## src/rtl/qi_pkg.sv

```systemverilog
package qi_pkg;
   localparam int CLS_W = 4;

   typedef enum logic [CLS_W-1:0] {
      CL_IALU    = 4'd0,
      CL_SHIFT   = 4'd1,
      CL_CMP     = 4'd2,
      CL_LOAD    = 4'd3,
      CL_STORE   = 4'd4,
      CL_BRANCH  = 4'd5,
      CL_CALL    = 4'd6,
      CL_FADD_S  = 4'd7,
      CL_FADD_D  = 4'd8,
      CL_FMUL_S  = 4'd9,
      CL_FMUL_D  = 4'd10,
      CL_FDIV_S  = 4'd11,
      CL_FDIV_D  = 4'd12,
      CL_SER_A   = 4'd13,
      CL_SER_B   = 4'd14,
      CL_SER_C   = 4'd15
   } qi_class_e;

   localparam logic [1:0] IU_NONE = 2'd0;
   localparam logic [1:0] IU_ZERO = 2'd1;
   localparam logic [1:0] IU_ONE  = 2'd2;

   typedef struct packed {
      logic alone;      // issues by itself
      logic slot0_only; // must lead the group
      logic narrow;     // limited to the low slots
      logic need_u0;
      logic need_u1;
      logic any_u;
      logic lsu;
      logic cti;
      logic fpa;
      logic fpm;
      logic fp_s;
      logic fp_d;
   } qi_attr_t;
endpackage

```

## src/rtl/qi_class_decode.sv

```systemverilog
module qi_class_decode
   import qi_pkg::*;
(
   input  logic [CLS_W-1:0] code,
   output qi_attr_t         attr
);
   always_comb begin
      attr = '0;
      unique case (qi_class_e'(code))
         CL_IALU:   begin attr.narrow = 1'b1; attr.any_u = 1'b1; end
         CL_SHIFT:  begin attr.narrow = 1'b1; attr.need_u0 = 1'b1; end
         CL_CMP:    begin attr.narrow = 1'b1; attr.need_u1 = 1'b1; end
         CL_LOAD,
         CL_STORE:  begin attr.narrow = 1'b1; attr.lsu = 1'b1; end
         CL_BRANCH: attr.cti = 1'b1;
         CL_CALL:   begin attr.slot0_only = 1'b1; attr.cti = 1'b1; attr.need_u1 = 1'b1; end
         CL_FADD_S: begin attr.fpa = 1'b1; attr.fp_s = 1'b1; end
         CL_FADD_D: begin attr.fpa = 1'b1; attr.fp_d = 1'b1; end
         CL_FMUL_S: begin attr.fpm = 1'b1; attr.fp_s = 1'b1; end
         CL_FMUL_D: begin attr.fpm = 1'b1; attr.fp_d = 1'b1; end
         CL_FDIV_S: begin attr.slot0_only = 1'b1; attr.fpm = 1'b1; attr.fp_s = 1'b1; end
         CL_FDIV_D: begin attr.slot0_only = 1'b1; attr.fpm = 1'b1; attr.fp_d = 1'b1; end
         default:   begin attr.alone = 1'b1; attr.slot0_only = 1'b1; end
      endcase
   end
endmodule

```

## src/rtl/qi_group_scan.sv

```systemverilog
module qi_group_scan
   import qi_pkg::*;
#(
   parameter int N        = 4,
   parameter int NARROW   = 3,
   parameter int FP_LANES = 2,
   localparam int LW      = (N > 1) ? $clog2(N) : 1,
   localparam int CW      = $clog2(N + 1)
)(
   input  qi_attr_t [N-1:0]       attr,
   input  logic [LW-1:0]          last,
   output logic [CW-1:0]          count,
   output logic [N-1:0]           take,
   output logic [N-1:0][1:0]      iu
);
   logic     stop, ok, u0, u1, lsu, cti, fpa, fpm;
   int       nsp, ndp, cnt;
   qi_attr_t a;

   always_comb begin
      take = '0;
      iu   = '0;
      stop = 1'b0;
      ok   = 1'b0;
      u0 = 1'b0; u1 = 1'b0; lsu = 1'b0; cti = 1'b0; fpa = 1'b0; fpm = 1'b0;
      nsp = 0; ndp = 0; cnt = 0;
      a = '0;
      for (int i = 0; i < N; i++) begin
         a  = attr[i];
         ok = !stop && (i <= int'(last));
         if (a.alone && i != 0)                          ok = 1'b0;
         if (a.slot0_only && i != 0)                     ok = 1'b0;
         if (a.narrow && i >= NARROW)                    ok = 1'b0;
         if (a.need_u0 && (u0 || u1))                    ok = 1'b0;
         if ((a.need_u1 || a.any_u) && u1)               ok = 1'b0;
         if ((a.lsu && lsu) || (a.cti && cti))           ok = 1'b0;
         if ((a.fpa && fpa) || (a.fpm && fpm))           ok = 1'b0;
         if (a.fp_s && (ndp != 0 || nsp >= FP_LANES))    ok = 1'b0;
         if (a.fp_d && (nsp != 0 || ndp >= FP_LANES))    ok = 1'b0;
         if (ok) begin
            take[i] = 1'b1;
            cnt     = cnt + 1;
            if (a.need_u0) begin
               iu[i] = IU_ZERO; u0 = 1'b1;
            end else if (a.need_u1) begin
               iu[i] = IU_ONE;  u1 = 1'b1;
            end else if (a.any_u) begin
               if (!u0) begin iu[i] = IU_ZERO; u0 = 1'b1; end
               else     begin iu[i] = IU_ONE;  u1 = 1'b1; end
            end
            lsu = lsu | a.lsu;
            cti = cti | a.cti;
            fpa = fpa | a.fpa;
            fpm = fpm | a.fpm;
            if (a.fp_s) nsp = nsp + 1;
            if (a.fp_d) ndp = ndp + 1;
            if (a.alone) stop = 1'b1;
         end else begin
            stop = 1'b1;
         end
      end
      count = CW'(cnt);
   end
endmodule

```

## src/rtl/qi_group_slot_check.sv

```systemverilog
module qi_group_slot_check
   import qi_pkg::*;
#(
   parameter int N        = 4,
   parameter int NARROW   = 3,
   parameter int FP_LANES = 2,
   localparam int LW      = (N > 1) ? $clog2(N) : 1,
   localparam int CW      = $clog2(N + 1)
)(
   input  logic                     clk,
   input  logic                     rst_n,
   input  logic                     in_valid,
   input  logic [N-1:0][CLS_W-1:0]  in_class,
   input  logic [LW-1:0]            in_last,
   output logic                     out_valid,
   output logic [CW-1:0]            out_count,
   output logic [N-1:0][LW-1:0]     out_slot,
   output logic [N-1:0][1:0]        out_iu
);
   if (N < 2 || N > 8) begin : g_bad_n
      $error("qi_group_slot_check: N must be 2..8");
   end
   if (NARROW < 1 || NARROW > N) begin : g_bad_narrow
      $error("qi_group_slot_check: NARROW must be 1..N");
   end
   if (FP_LANES < 1) begin : g_bad_fp
      $error("qi_group_slot_check: FP_LANES must be at least 1");
   end

   qi_attr_t [N-1:0]    attr;
   logic [CW-1:0]       cnt_n;
   logic [N-1:0]        take;
   logic [N-1:0][1:0]   iu_n;
   logic [N-1:0][LW-1:0] slot_n;

   for (genvar g = 0; g < N; g++) begin : g_dec
      qi_class_decode u_dec (.code(in_class[g]), .attr(attr[g]));
      assign slot_n[g] = take[g] ? LW'(g) : '0;
   end

   qi_group_scan #(.N(N), .NARROW(NARROW), .FP_LANES(FP_LANES)) u_scan (
      .attr  (attr),
      .last  (in_last),
      .count (cnt_n),
      .take  (take),
      .iu    (iu_n)
   );

   always_ff @(posedge clk or negedge rst_n) begin
      if (!rst_n) begin
         out_valid <= 1'b0;
         out_count <= '0;
         out_slot  <= '0;
         out_iu    <= '0;
      end else begin
         out_valid <= in_valid;
         out_count <= in_valid ? cnt_n  : '0;
         out_slot  <= in_valid ? slot_n : '0;
         out_iu    <= in_valid ? iu_n   : '0;
      end
   end
endmodule

```

## config.mk

```make
export PLATFORM = sky130hd
export DESIGN_NAME = qi_group_slot_check
export DESIGN_NICKNAME = d
export VERILOG_FILES = /design/src/rtl/qi_pkg.sv /design/src/rtl/qi_class_decode.sv /design/src/rtl/qi_group_scan.sv /design/src/rtl/qi_group_slot_check.sv
export SDC_FILE = /design/constraint.sdc
export NUM_CORES = 1
export LEC_CHECK = 0
export BUFFER_PORTS_ARGS = -buffer_cell sky130_fd_sc_hd__buf_2
export CORE_MARGIN = 3
export CORE_UTILIZATION = 30
export DETAILED_ROUTE_END_ITERATION = 6
export PLACE_DENSITY = 0.58
export SLEW_MARGIN = 40
export SYNTH_ARGS = -nofsm -noshare
export SYNTH_HDL_FRONTEND = slang
export SYNTH_SLANG_ARGS = --single-unit
export TNS_END_PERCENT = 5
```

## constraint.sdc

```tcl
create_clock -name clk -period 0.8 [get_ports clk]
set_input_delay 0.24 -clock clk [delete_from_list [all_inputs] [get_ports clk]]
set_output_delay 0.24 -clock clk [all_outputs]
set_load 0.05 [all_outputs]
```

==> flow_summary.html <==
<table>
<tr><th>Metric</th><th>Value</th></tr>
<tr><th colspan="2">Clocking</th></tr>
<tr><td>CTS H-Tree Depth</td><td>1</td></tr>
<tr><td>Bufs on Longest Clock Path</td><td>2</td></tr>
<tr><td>TritonCTS clock tree</td><td>done</td></tr>
<tr><td>Clock-pin slew reported for the worst setup and hold paths after clock tree synthesis</td><td>roughly 0.050 ns</td></tr>
<tr><td>Cts bufs inserted</td><td>3</td></tr>
<tr><td>Count of clock tree sinks</td><td>15</td></tr>
<tr><td>Root cell of the clock tree</td><td>clkbuf_8</td></tr>
<tr><th colspan="2">Worst setup path</th></tr>
<tr><td>Peak fanout along the critical path</td><td>5</td></tr>
<tr><td>Kind of end point of the critical path</td><td>register</td></tr>
<tr><td>Critical setup path kind</td><td>input pin to register</td></tr>
<tr><td>Startpoint of the most critical setup path</td><td>in_class[6]</td></tr>
<tr><td>Element type at the critical path start</td><td>input pin</td></tr>
<tr><td>Data arrival time of the critical path</td><td>3.77 ns</td></tr>
<tr><td>Required time of the critical path</td><td>around 0.96 ns</td></tr>
<tr><th colspan="2">Synth</th></tr>
<tr><td>Largest cells by area after synthesis</td><td>dfrtp_1, ha_1, nor2_1</td></tr>
<tr><td>Syn. warnings</td><td>0</td></tr>
<tr><td>Library cells used by synthesis</td><td>between 60 and 70</td></tr>
<tr><td>Top-area cell type share of the netlist area</td><td>0.202</td></tr>
<tr><td>Most used flip-flop cell after synthesis</td><td>dfrtp_1</td></tr>
<tr><td>Flip-flop and latch count after synthesis</td><td>15</td></tr>
<tr><td>Sequential share of the synthesized area</td><td>0.202</td></tr>
<tr><td>Post-Syn Area</td><td>about 0.0019 sq mm</td></tr>
<tr><td>Share of flip-flops with an asynchronous set or reset</td><td>1.00</td></tr>
<tr><td>Gate count after technology mapping</td><td>about 230</td></tr>
<tr><td>Cell type with the highest aggregate area in the netlist</td><td>dfrtp_1</td></tr>
<tr><td>Syn_area_per_cell</td><td>between 7 and 8 sq um</td></tr>
<tr><td>Count of flip-flops with a built-in enable after synthesis</td><td>0</td></tr>
<tr><th colspan="2">Die</th></tr>
<tr><td>Floorplan die height</td><td>roughly 85 um</td></tr>
<tr><td>Total die area</td><td>a little over 0.007 sq mm</td></tr>
<tr><td>Die W</td><td>about 85 um</td></tr>
<tr><td>Top-Level Pins</td><td>41</td></tr>
<tr><td>Placement row count</td><td>28</td></tr>
<tr><td>Core area</td><td>approximately 0.006 sq mm</td></tr>
<tr><td>Starting utilization of the core area</td><td>0.312</td></tr>
<tr><th colspan="2">Detailed routing</th></tr>
<tr><td>Via-per-instance ratio</td><td>just over 5</td></tr>
<tr><td>Drt drc</td><td>0</td></tr>
<tr><td>Post-route ant nets</td><td>0</td></tr>
<tr><td>Total wire length after detailed routing</td><td>roughly 5600 um</td></tr>
<tr><td>DRT Pass-1 Iters</td><td>4</td></tr>
<tr><td>First DRT Iteration DRCs</td><td>about 130</td></tr>
<tr><td>Wire length per cell</td><td>~13 um</td></tr>
<tr><td>Via Count</td><td>between 2000 and 2500</td></tr>
<tr><th colspan="2">Global route</th></tr>
<tr><td>Pin count of the biggest net entering global routing</td><td>16</td></tr>
<tr><td>Number of global-route vias before repair</td><td>2036</td></tr>
<tr><td>Total routing usage reported by global routing</td><td>0.159</td></tr>
<tr><td>Initial antenna violation count</td><td>0</td></tr>
<tr><td>First-pass GRT wire length</td><td>between 9000 and 10000 um</td></tr>
<tr><td>Overall overflow remaining after global route</td><td>0</td></tr>
<tr><th colspan="2">Layout</th></tr>
<tr><td>Number of cells in the finished layout apart from fillers</td><td>between 400 and 500</td></tr>
<tr><td>Layout cells sized above 1</td><td>0.446</td></tr>
<tr><td>Area of the multi-input gates</td><td>between 0.001 and 0.0015 sq mm</td></tr>
<tr><td>Final #Nets</td><td>375</td></tr>
<tr><td>Commonest cells after routing, fill and taps aside</td><td>buf_4, nor2_1, buf_2, buf_6, dfrtp_1</td></tr>
<tr><td>Filler cell count</td><td>around 560</td></tr>
<tr><td>Count of inserted antenna diode cells</td><td>0</td></tr>
<tr><td>Final non-filler cell area</td><td>about 0.0029 sq mm</td></tr>
<tr><td>Layout Area Growth over Synthesis</td><td>58.9%</td></tr>
<tr><td>Commonest non-fill, non-tap cell in the layout</td><td>buf_4</td></tr>
<tr><td>Total area of sequential cells</td><td>approximately 380 sq um</td></tr>
<tr><th colspan="2">Placement</th></tr>
<tr><td>Count of buffers inserted at the top-level ports</td><td>36</td></tr>
<tr><td>Minimum setup slack after placement</td><td>-3.18 ns</td></tr>
<tr><td>DP Wirelength</td><td>around 4700 um</td></tr>
<tr><td>Placed instance count</td><td>a little over 400</td></tr>
<tr><td>Total cell area at the placement stage</td><td>0.00269 sq mm</td></tr>
<tr><td>Placer congestion estimate</td><td>0.952</td></tr>
<tr><th colspan="2">STA</th></tr>
<tr><td>Min Clock Period, post-route</td><td>between 3 and 4 ns</td></tr>
<tr><td>FMAX</td><td>277 MHz</td></tr>
<tr><td>Share of the clock period used by the worst path</td><td>4.51</td></tr>
<tr><td>RSZ-0062 raised after global routing</td><td>true</td></tr>
<tr><td>Worst relative slew slack</td><td>0.610</td></tr>
<tr><td>Setup ws final</td><td>-2.80 ns</td></tr>
<tr><td>Hold Fails Final Rpt</td><td>0</td></tr>
<tr><td>Setup-failing EPs final</td><td>26</td></tr>
<tr><td>Transition time of the tightest slew-check pin</td><td>between 0.5 and 0.6 ns</td></tr>
<tr><td>Pins Over Slew Limit</td><td>0</td></tr>
<tr><th colspan="2">Worst hold path</th></tr>
<tr><td>Class of the worst hold path</td><td>input pin to register</td></tr>
<tr><td>Critical hold path startpoint</td><td>in_valid</td></tr>
<tr><td>Hold endpoint</td><td>out_valid</td></tr>
<tr><td>Min-Delay Path Depth</td><td>1</td></tr>
<tr><th colspan="2">Power</th></tr>
<tr><td>Highest ir drop seen on vdd</td><td>roughly 0.0009 V</td></tr>
<tr><td>Power density relative to cell area</td><td>~950 mW/mm^2</td></tr>
<tr><td>Total power draw</td><td>roughly 2.8 mW</td></tr>
<tr><td>Leakage power</td><td>around 1.4 nW</td></tr>
<tr><th colspan="2">Job</th></tr>
<tr><td>Maximum capacitance violations</td><td>0</td></tr>
<tr><th colspan="2">Run status</th></tr>
<tr><td>Outcome</td><td>finished, violations left</td></tr>
<tr><td>Violations in the final reports</td><td>negative setup slack</td></tr>
</table>
==> metrics by stage <==
step / TNS [ns] / utilization / hold slack [ns]
2_1_floorplan: -23.37 / - / -0.0556
3_3_place_gp: -24.77 / 0.452 / 0.147
3_5_place_dp: -25.61 / 0.452 / 0.154
4_1_cts: -24.82 / 0.487 / 0.169
5_1_grt: -26.66 / 0.495 / 0.171
6_report: -24.94 / 0.495 / 0.170
==> power by group <==
group | internal, mW | switching [mW] | total (mW) | leakage [nW]
Clock | 0.351 | 0.230 | 0.581 | 0.0228
Combinational | 0.667 | 0.760 | 1.43 | 1.16
Sequential | 0.787 | 0.0123 | 0.800 | 0.199
==> worst max-delay path by stage <==
| stage | to | slack [ns] | depth (start not counted) |
|---|---|---|---|
| after global routing | out_count[0] | -2.98 | 17 |
| after detailed placement | out_count[2] | -3.18 | 18 |
| after CTS | out_count[1] | -2.77 | 17 |
| after global placement | out_count[2] | -3.06 | 18 |
| after floorplan | out_count[1] | -2.94 | 16 |
| final | out_count[0] | -2.80 | 17 |
==> metal layers <==
layer | vias to the layer above | routed length [um] | global-route usage
met5 | - | 0 | 0
li1 | 1085 | - | -
met1 | 974 | 2630 | 0.216
met2 | 52 | 2630 | 0.265
met4 | 0 | 122 | 0.0532
met3 | 10 | 221 | 0.0137
==> cells in the mapped netlist, drive strengths merged, types with 2 or more instances <==
master / instances
and3: 3
or2: 5
inv: 14
o211ai: 7
nand4: 4
nor3: 9
a2111oi: 2
nor2: 20
o41ai: 3
nor4: 7
buf: 7
nand4b: 2
nand3b: 5
a21oi: 7
nor4b: 3
nand2b: 7
o21ai: 13
xnor2: 4
and3b: 3
a311oi: 2
and2: 4
o2111ai: 3
a211oi: 5
nand2: 12
clkbuf: 14
ha: 10
nor3b: 6
o311ai: 3
nor2b: 7
mux2i: 2
a31oi: 2
dfrtp: 15
==> worst max-delay path, stage by stage <==
cell and delay, ns:
buf_2 0.12, or3_4 0.39, and3_4 0.16, a2111o_1 0.37
or2_4 0.29, nor2_8 0.11, inv_4 0.04, mux2_2 0.28
inv_1 0.06, ha_1 0.21, or2_4 0.24, a21oi_2 0.14
or4bb_1 0.41, o211ai_1 0.30, a41oi_4 0.10, o21ai_1 0.15
nor3b_2 0.16
==> sequential cells by signal, summed over array words and instances, names as in the netlist <==
register / cells
out_slot: 3
out_count: 3
out_iu: 8
out_valid: 1
==> cell families after synthesis <==
group                      synth area share
DFF                                   0.202
and+or+nand+nor                       0.356
muxes                                0.0169
adders and majority gates            0.0674
buffers and inverters                0.0836
xor gates and xnor gates             0.0236
AOI/OAI and AO/OA                     0.248
other                               0.00202
==> cell type report <==
cell class | instances | area share
Clock buffer | 4 | 0.0153
Sequential cell | 15 | 0.127
Inverter | 14 | 0.0187
Tap cell | 75 | 0.0318
Multi-Input combinational cell | 189 | 0.487
Timing Repair Buffer | 121 | 0.320
==> timing repair <==
| action | in CTS | in global routing |
|---|---|---|
| gates resized for setup | 38 | 9 |
| setup buffers | 3 | 1 |
| hold buffers | 1 | 0 |
| setup endpoints to repair | 27 | 28 |
| endpoints found under the hold margin | 15 | 0 |
| pin swaps | 12 | 5 |
Power figures use the tool's default switching activity.
